## config.mk

```make
export PLATFORM = sky130hd
export DESIGN_NAME = sp_operand_addr
export DESIGN_NICKNAME = d
export VERILOG_FILES = /design/src/rtl/sp_addr_pkg.sv /design/src/rtl/sp_addr_ctrl.sv /design/src/rtl/sp_addr_dp.sv /design/src/rtl/sp_operand_addr.sv
export SDC_FILE = /design/constraint.sdc
export NUM_CORES = 1
export LEC_CHECK = 0
export ABC_AREA = 1
export ABC_CLOCK_PERIOD_IN_PS = 3450
export BUFFER_PORTS_ARGS = -buffer_cell sky130_fd_sc_hd__clkbuf_2
export CORE_MARGIN = 4
export CORE_UTILIZATION = 40
export DETAILED_ROUTE_END_ITERATION = 10
export MAX_ROUTING_LAYER = met4
export PLACE_DENSITY = 0.67
export RECOVER_POWER = 100
export SETUP_SLACK_MARGIN = 0.1
export SYNTH_ARGS = -nofsm -noshare
export SYNTH_HDL_FRONTEND = slang
export SYNTH_SLANG_ARGS = --single-unit
```

## constraint.sdc

```tcl
create_clock -name clk -period 3.45 [get_ports clk]
set_input_delay 0 -clock clk [delete_from_list [all_inputs] [get_ports clk]]
set_output_delay 0 -clock clk [all_outputs]
set_load 0.005 [all_outputs]
```

## src/rtl/sp_addr_pkg.sv

```systemverilog
`timescale 1ns/1ps
package sp_addr_pkg;

  typedef enum logic [1:0] {
    SOP_NONE = 2'd0,
    SOP_PUSH = 2'd1,
    SOP_POP  = 2'd2,
    SOP_RSVD = 2'd3
  } stackOpE;

  typedef enum logic [1:0] {
    KIND_SPECIAL = 2'd0,
    KIND_GLOBAL  = 2'd1,
    KIND_STACK   = 2'd2,
    KIND_UNUSED  = 2'd3
  } kindE;

  // strobes from control to datapath
  typedef struct packed {
    logic incSp;      // pointer += 1 at edge
    logic decSp;      // pointer -= 1 at edge
    logic ldHi;       // load high byte
    logic ldLo;       // load low byte
    logic selOffset;  // operand = pointer + offset
    logic stackPre;   // stack item at pointer + 1
  } ctrlStrobeT;

endpackage

```

## src/rtl/sp_addr_ctrl.sv

```systemverilog
`timescale 1ns/1ps
module sp_addr_ctrl
  import sp_addr_pkg::*;
(
  input  logic [1:0]  modeBits,   // selector bits {8,7}
  input  logic [1:0]  stackOp,
  input  logic        wrHi,
  input  logic        wrLo,
  output ctrlStrobeT  strb,
  output logic [1:0]  opKind
);

  stackOpE opCode;
  logic    anyWrite;
  logic    isPush;
  logic    isPop;

  always_comb begin
    opCode   = stackOpE'(stackOp);
    anyWrite = wrHi | wrLo;
    isPush   = (opCode == SOP_PUSH);
    isPop    = (opCode == SOP_POP);
  end

  always_comb begin
    strb           = '0;
    strb.ldHi      = wrHi;
    strb.ldLo      = wrLo;
    // a direct write suppresses the automatic update
    strb.incSp     = isPop  & ~anyWrite;
    strb.decSp     = isPush & ~anyWrite;
    strb.stackPre  = isPop;
    strb.selOffset = modeBits[1];
  end

  always_comb begin
    kindE k;
    if (modeBits[1])      k = KIND_STACK;
    else if (modeBits[0]) k = KIND_GLOBAL;
    else                  k = KIND_SPECIAL;
    opKind = k;
  end

endmodule

```

## src/rtl/sp_addr_dp.sv

```systemverilog
`timescale 1ns/1ps
module sp_addr_dp
  import sp_addr_pkg::*;
#(
  parameter int BYTE_W  = 8,
  parameter int FIELD_W = 9,
  parameter int OFF_W   = 7,
  parameter logic [2*BYTE_W-1:0] RESET_SP = 16'h0FFF
) (
  input  logic               clk,
  input  logic               rstN,
  input  ctrlStrobeT         strb,
  input  logic [FIELD_W-2:0] lowField,
  input  logic [BYTE_W-1:0]  wrData,
  output logic [2*BYTE_W-1:0] operandAddr,
  output logic [2*BYTE_W-1:0] stackAddr,
  output logic [2*BYTE_W-1:0] spValue
);

  localparam int ADDR_W    = 2 * BYTE_W;
  localparam int NUM_BYTES = ADDR_W / BYTE_W;

  logic [ADDR_W-1:0] sp;
  logic [ADDR_W-1:0] spInc;
  logic [ADDR_W-1:0] spDec;
  logic [ADDR_W-1:0] spAuto;
  logic [ADDR_W-1:0] offAddr;
  logic [ADDR_W-1:0] directAddr;
  logic              anyLoad;

  always_comb begin
    spInc   = sp + ADDR_W'(1);
    spDec   = sp - ADDR_W'(1);
    anyLoad = strb.ldHi | strb.ldLo;
    if (strb.incSp)      spAuto = spInc;
    else if (strb.decSp) spAuto = spDec;
    else                 spAuto = sp;
  end

  // pointer byte registers
  for (genvar g = 0; g < NUM_BYTES; g++) begin : gByte
    logic [BYTE_W-1:0] byteQ;
    logic              byteLd;
    assign byteLd = (g == NUM_BYTES - 1) ? strb.ldHi : strb.ldLo;
    always_ff @(posedge clk or negedge rstN) begin
      if (!rstN)        byteQ <= RESET_SP[g*BYTE_W +: BYTE_W];
      else if (byteLd)  byteQ <= wrData;
      else if (!anyLoad) byteQ <= spAuto[g*BYTE_W +: BYTE_W];
    end
    assign sp[g*BYTE_W +: BYTE_W] = byteQ;
  end

  always_comb begin
    offAddr     = sp + ADDR_W'(lowField[OFF_W-1:0]);
    directAddr  = ADDR_W'(lowField);
    operandAddr = strb.selOffset ? offAddr : directAddr;
    stackAddr   = strb.stackPre ? spInc : sp;
    spValue     = sp;
  end

endmodule

```

## src/rtl/sp_operand_addr.sv

```systemverilog
`timescale 1ns/1ps
module sp_operand_addr
  import sp_addr_pkg::*;
#(
  parameter int BYTE_W  = 8,
  parameter int FIELD_W = 9,
  parameter int OFF_W   = 7,
  parameter logic [2*BYTE_W-1:0] RESET_SP = 16'h0FFF
) (
  input  logic                clk,
  input  logic                rstN,
  input  logic [FIELD_W-1:0]  opField,
  input  logic [1:0]          stackOp,
  input  logic                wrHi,
  input  logic                wrLo,
  input  logic [BYTE_W-1:0]   wrData,
  output logic [2*BYTE_W-1:0] operandAddr,
  output logic [1:0]          opKind,
  output logic [2*BYTE_W-1:0] stackAddr,
  output logic [2*BYTE_W-1:0] spValue
);

  ctrlStrobeT strb;

  sp_addr_ctrl u_ctrl (
    .modeBits (opField[FIELD_W-1:FIELD_W-2]),
    .stackOp  (stackOp),
    .wrHi     (wrHi),
    .wrLo     (wrLo),
    .strb     (strb),
    .opKind   (opKind)
  );

  sp_addr_dp #(
    .BYTE_W   (BYTE_W),
    .FIELD_W  (FIELD_W),
    .OFF_W    (OFF_W),
    .RESET_SP (RESET_SP)
  ) u_dp (
    .clk         (clk),
    .rstN        (rstN),
    .strb        (strb),
    .lowField    (opField[FIELD_W-2:0]),
    .wrData      (wrData),
    .operandAddr (operandAddr),
    .stackAddr   (stackAddr),
    .spValue     (spValue)
  );

endmodule

```

; Yosys cells after proc, flatten, opt, wreduce, memory -nomap -nowiden
; Cells that the tools add are included.
[totals]
regBits = 16
elab_cells = 27
[op_classes]
reduce_logical = 4
eq_ne = 4
n_bitwise = 4
addsub = 3
muxes = 10
[ops]
columns = cell, count
row1 = $mux W16, 4
row2 = $mux W8, 4
row3 = $add A16 B1 Y16 const B, 1
row4 = $add A16 B7 Y16, 1
row5 = $sub A16 B1 Y16 const B, 1
row6 = $reduce_bool A3 Y1, 2
row7 = $ne A2 B2 Y1 const B, 2
row8 = $reduce_and A2 Y1, 2
row9 = $and A1 B1 Y1, 2
row10 = $eq A2 B1 Y1 const B, 1
row11 = $eq A2 B2 Y1 const B, 1
row12 = $mux W2, 1
row13 = $mux W1, 1
row14 = $not A1 Y1, 1
row15 = $or A1 B1 Y1, 1

; Depth between registers and ports, before layout
[depth]
word_depth = 7
depth_mapped = 12
depth_no_buf = 12

; Cells and area by module
; From an unflattened synthesis, not the netlist that was laid out.
[hier_totals]
hier_cells = 438
hier_area_um2 = 2483.6
[by_module_without_submodules]
columns = mod, instances, seq_area_each_um2, cells_each, area_each_um2
row1 = sp_addr_dp, 1, 415.4, 421, 2396.0
row2 = sp_addr_ctrl, 1, 0.0, 17, 87.6

; Worst setup path after synthesis
; No wires, ideal clock.
[synth_path]
path_type = reg2out
from = reg u_dp.gByte[0].byteQ[0]
to = out operandAddr[14]
path_stages_with_launch = 13
t_arrival_ps = 1683
setup_slack_ps = 1767
path_cell_list = dfstp_2 > ha_1 > fa_1 > nand2_1 > nand2_1 > nand2_1 > nand2_1 > nand2_1 > nand2_2 > nand3_1 > nand2_1 > nand2_1 > nor2_1
[synth_via]
elab_chain_len = 2
[synth_rtl]
columns = element, line
row1 = from (decl), sp_addr_dp.sv:42  ; logic [BYTE_W-1:0] byteQ;
row2 = from (signal assigned), sp_addr_dp.sv:46  ; if (!rstN) byteQ <= RESET_SP[g*BYTE_W +: BYTE_W];
row3 = from (signal assigned), sp_addr_dp.sv:47  ; else if (byteLd) byteQ <= wrData;
row4 = from (signal assigned), sp_addr_dp.sv:48  ; else if (!anyLoad) byteQ <= spAuto[g*BYTE_W +: BYTE_W];
row5 = $add A16 B7 Y16, sp_addr_dp.sv:54  ; offAddr = sp + ADDR_W'(lowField[OFF_W-1:0]);
row6 = $mux W16, sp_addr_dp.sv:56  ; operandAddr = strb.selOffset ? offAddr : directAddr;
row7 = to (decl), sp_operand_addr.sv:17  ; output logic [2*BYTE_W-1:0] operandAddr,
; No other way between the ends.

; Worst setup path in the final report
[layout_path]
from = reg u_dp.gByte[0].byteQ[2]
to = out stackAddr[15]
[layout_via]
elab_chain_len = 2
[layout_rtl]
columns = element, line
row1 = $add A16 B1 Y16, sp_addr_dp.sv:32  ; spInc = sp + ADDR_W'(1);
row2 = $mux W16, sp_addr_dp.sv:57  ; stackAddr = strb.stackPre ? spInc : sp;
row3 = to (decl), sp_operand_addr.sv:19  ; output logic [2*BYTE_W-1:0] stackAddr,
; No other way between the ends.

==> reports/qor.yml <==
critical_path:
  cp.required_ns: 3.45
  r2r-start: "u_dp.gByte[0].byteQ[2]$_DFFE_PN1P_"
  crit_path_end_kind: "output pin"
  reg2reg_setup_slack_ns: 1.28
  cpMaxStageDelayCell: "dfstp_1"
  slowest_delay_ns: 0.79
  path_class: "flip-flop to output pin"
  worstPathCellList: "nand3_1, nor2_1, nand2_2, inv_1, nand2_1, nand2_1, nand3_1, o21a_1, clkbuf_2"
  startpoint_type: "flip-flop"
  path_buf_inv: 2
  r2r-end: "u_dp.gByte[1].byteQ[7]$_DFFE_PN0P_"
  worst_r2r_path_depth: 9
  cp_data_arrival_time_ns: 2.40
  crit_path_max_fanout: 10
  critPathTopFamily: "simple AND/OR/NAND/NOR gates"
floorplanning:
  placementRows: 28
  num_io_pins: 73
  die_h_um: 87.35
  initial_utilization_pct: 41.80
  die_x_um: 87.35
  core-area_mm2: 0.006026
  dieArea_mm2: 0.007630
synth:
  synth_common_cells: "nand2_1 (146), nand3_1 (49), nor2_1 (43)"
  yosysTopAreaCell: "nand2_1"
  yosysSeqAreaShare_pct: 16.49
  ys_ff_latch: 16
  synth_fp_nets: 470
  synth_flop_cell: "dfstp_2"
  async_flop_share_pct: 100.0
  yosysWarnings: 0
  synth_area_mm2: 0.002519
  synth_top_area_share_pct: 21.76
  synth_area_leaders: "nand2_1 (22%), dfstp_2 (13%), nand3_1 (9.7%)"
  synth_cell_types: 37
  avgSynthCellArea_um2: 5.764
  netlist_instances: 437
  synth_edf_count: 0
  synth.most_common_cell: "nand2_1"
power_and_ir_drop:
  finalPower_uw: 915.0
  switching_share_pct: 47.30
  power_frac_comb_pct: 50.4
  clkPwrFrac_pct: 17.1
  seqPwrFrac_pct: 32.5
  intPower_uw: 482.2
  p_per_area_mw_per_mm2: 317.3
  vdd_drop_max_mv: 0.2297
  switchingPower_uw: 432.8
  leakage_uw: 0.001495
grt:
  grt_pass1_vias: 2713
  grt_pass1_wl_um: 13300
  antenna_found_initial: 0
  grt_max_degree: 28
  track_usage_pct: 22.27
  overflow: 0
placed_design:
  hpwl_um: 6395
  dpl.cell_count: 568
  port_buffers: 72
  gp_congestion: 0.8931
route:
  antenna_left: 0
  avgRoutedWirePerCell_um: 14.10
  viasPerCell: 5.164
  drt_iter0_drc: 221
  drc_errors: 0
  vias: 2964
  finalWirelength_um: 8091
  drt-pass1-iter-count: 5
timing:
  max-slew-margin-rel_pct: 33.02
  setup_viol: 0
  worstMarginPinSlew_ns: 1.005
  hold_viol_final: 0
  fin_setup_tns_ns: 0
  clock_skew_ns: 0.002926
  timing.fmax_ghz: 0.4169
  finalCritPeriodShare_pct: 69.52
  min_period_ns: 2.399
  rsz0062_at_grt: "no"
  slew_viol_final: 0
clock_tree:
  path_clk_slew_ns: 0.07
  clkSinkCount: 16
  cts_tree: "yes"
  htreeDepth: 1
  cts_buffer_depth: 2
  numCtsBuffers: 3
  cts_root_buf: "clkbuf_8"
  insertion_delay_ns: 0.25
layout:
  synthToLayoutAreaGrowth_pct: 14.51
  top_register: "u_dp.gByte.byteQ"
  post-route-util_pct: 47.86
  final_cells: 574
  biggestRegsByFlops: "u_dp.gByte.byteQ x16"
  largest_reg_flops: 16
  drive_gt1_share_pct: 18.64
  final_nets: 533
  antennaDiodeCount: 0
hold_path:
  hold-path-cell-count: 3
  min-delay-start: "wrData[2]"
  holdPathEnd: "u_dp.gByte[0].byteQ[2]$_DFFE_PN1P_"
  min_path_type: "input pin to flip-flop"
status:
  status: "finished, final reports clean"
job:
  maxCapViolCount: 0
==> metal layers <==
layer | share of wire, % | GRT usage (%)
met4 | 1.6 | 6.276
met1 | 47 | 30.77
met3 | 6.9 | 1.419
met5 | 0 | -
met2 | 45 | 35.00
==> power by group through the flow <==
stage / logic, uW / clock network (uW) / registers, uW
2_1_floorplan: 348 / 0 / 261
3_3_place_gp: 466 / 0 / 304
3_5_place_dp: 469 / 0 / 306
4_1_cts: 474 / 160 / 303
5_1_grt: 524 / 165 / 304
6_report: 461 / 157 / 297
==> area by class of cell <==
type	instances	area, um2
tap	75	93.84
inverter	53	200.2
multi-input combinational	352	1767
clock buffer	4	45.04
sequential	16	415.4
timing repair buffer	74	362.8
fill	675	3142
==> worst register-to-register path, stage by stage, from the launching register on <==
cell and delay, ns:
dfstp_1 0.79, nand3_1 0.22, nor2_1 0.47, nand2_2 0.10, inv_1 0.13, nand2_1 0.06, nand2_1 0.06, nand3_1 0.09
nand3_1 0.09, nand2_1 0.06
==> how the worst max path moves through the flow <==
stage	slack [ns]	start	cells past startpoint	end
detailed placement	1.49	u_dp.gByte[0].byteQ[4]$_DFFE_PN1P_	9	operandAddr[9]
finish	1.05	u_dp.gByte[0].byteQ[2]$_DFFE_PN1P_	9	stackAddr[15]
global placement	1.54	u_dp.gByte[0].byteQ[4]$_DFFE_PN1P_	9	operandAddr[9]
CTS	1.21	u_dp.gByte[0].byteQ[4]$_DFFE_PN1P_	9	operandAddr[9]
floorplan	1.77	u_dp.gByte[0].byteQ[0]$_DFFE_PN1P_	12	operandAddr[14]
global route	0.75	u_dp.gByte[0].byteQ[0]$_DFFE_PN1P_	13	operandAddr[14]
==> layout by cell type, fill, tap and decap left out, types with 2 or more instances in the layout <==
cell,Yosys,final
nor3_1,2,3
o21ai_1,6,4
clkbuf_2,0,58
nand2_1,146,148
clkbuf_8,0,3
nor2_4,5,3
xor2_1,9,9
nand4_1,5,5
xnor2_1,5,5
nor2_2,3,3
nor2_1,43,45
ha_1,9,9
o22ai_1,8,8
dlygate4sd3_1,0,2
clkbuf_1,3,15
inv_2,11,10
nand3_1,49,51
o21ai_0,19,22
a31oi_1,2,2
a21oi_1,13,13
nand2_2,12,10
o211ai_1,2,2
dfstp_1,0,12
nand3_2,4,2
dfrtp_1,4,4
inv_1,40,41
==> logic make-up (layout without fill, tap and decap cells) <==
| logic type | Yosys count | in the layout | synth area share [%] |
|---|---|---|---|
| AO/OA/AOI/OAI | 56 | 56 | 12.57 |
| buffers and inverters | 69 | 131 | 11.82 |
| adder cells (fa/ha/maj) | 10 | 10 | 5.266 |
| flip-flops | 16 | 16 | 16.49 |
| AND/OR/NAND/NOR | 272 | 272 | 48.98 |
| XOR/XNOR | 14 | 14 | 4.868 |
==> per-stage QoR <==
stage,area (um2),hold WS (ns),setup WS (ns)
6_report,2884,0.02784,1.051
5_1_grt,2884,0.04608,0.7534
3_3_place_gp,2875,-0.01951,1.536
4_1_cts,2940,0.01568,1.213
2_1_floorplan,2519,-0.2956,1.767
3_5_place_dp,2875,-0.02232,1.495
==> what timing repair did <==
action / in CTS / in global routing
hold endpoints to repair: 5 / 0
resized for setup: 0 / 0
hold buffers: 2 / 0
setup buffers: 0 / 0
Note: power is estimated with default switching activity, not from simulation.
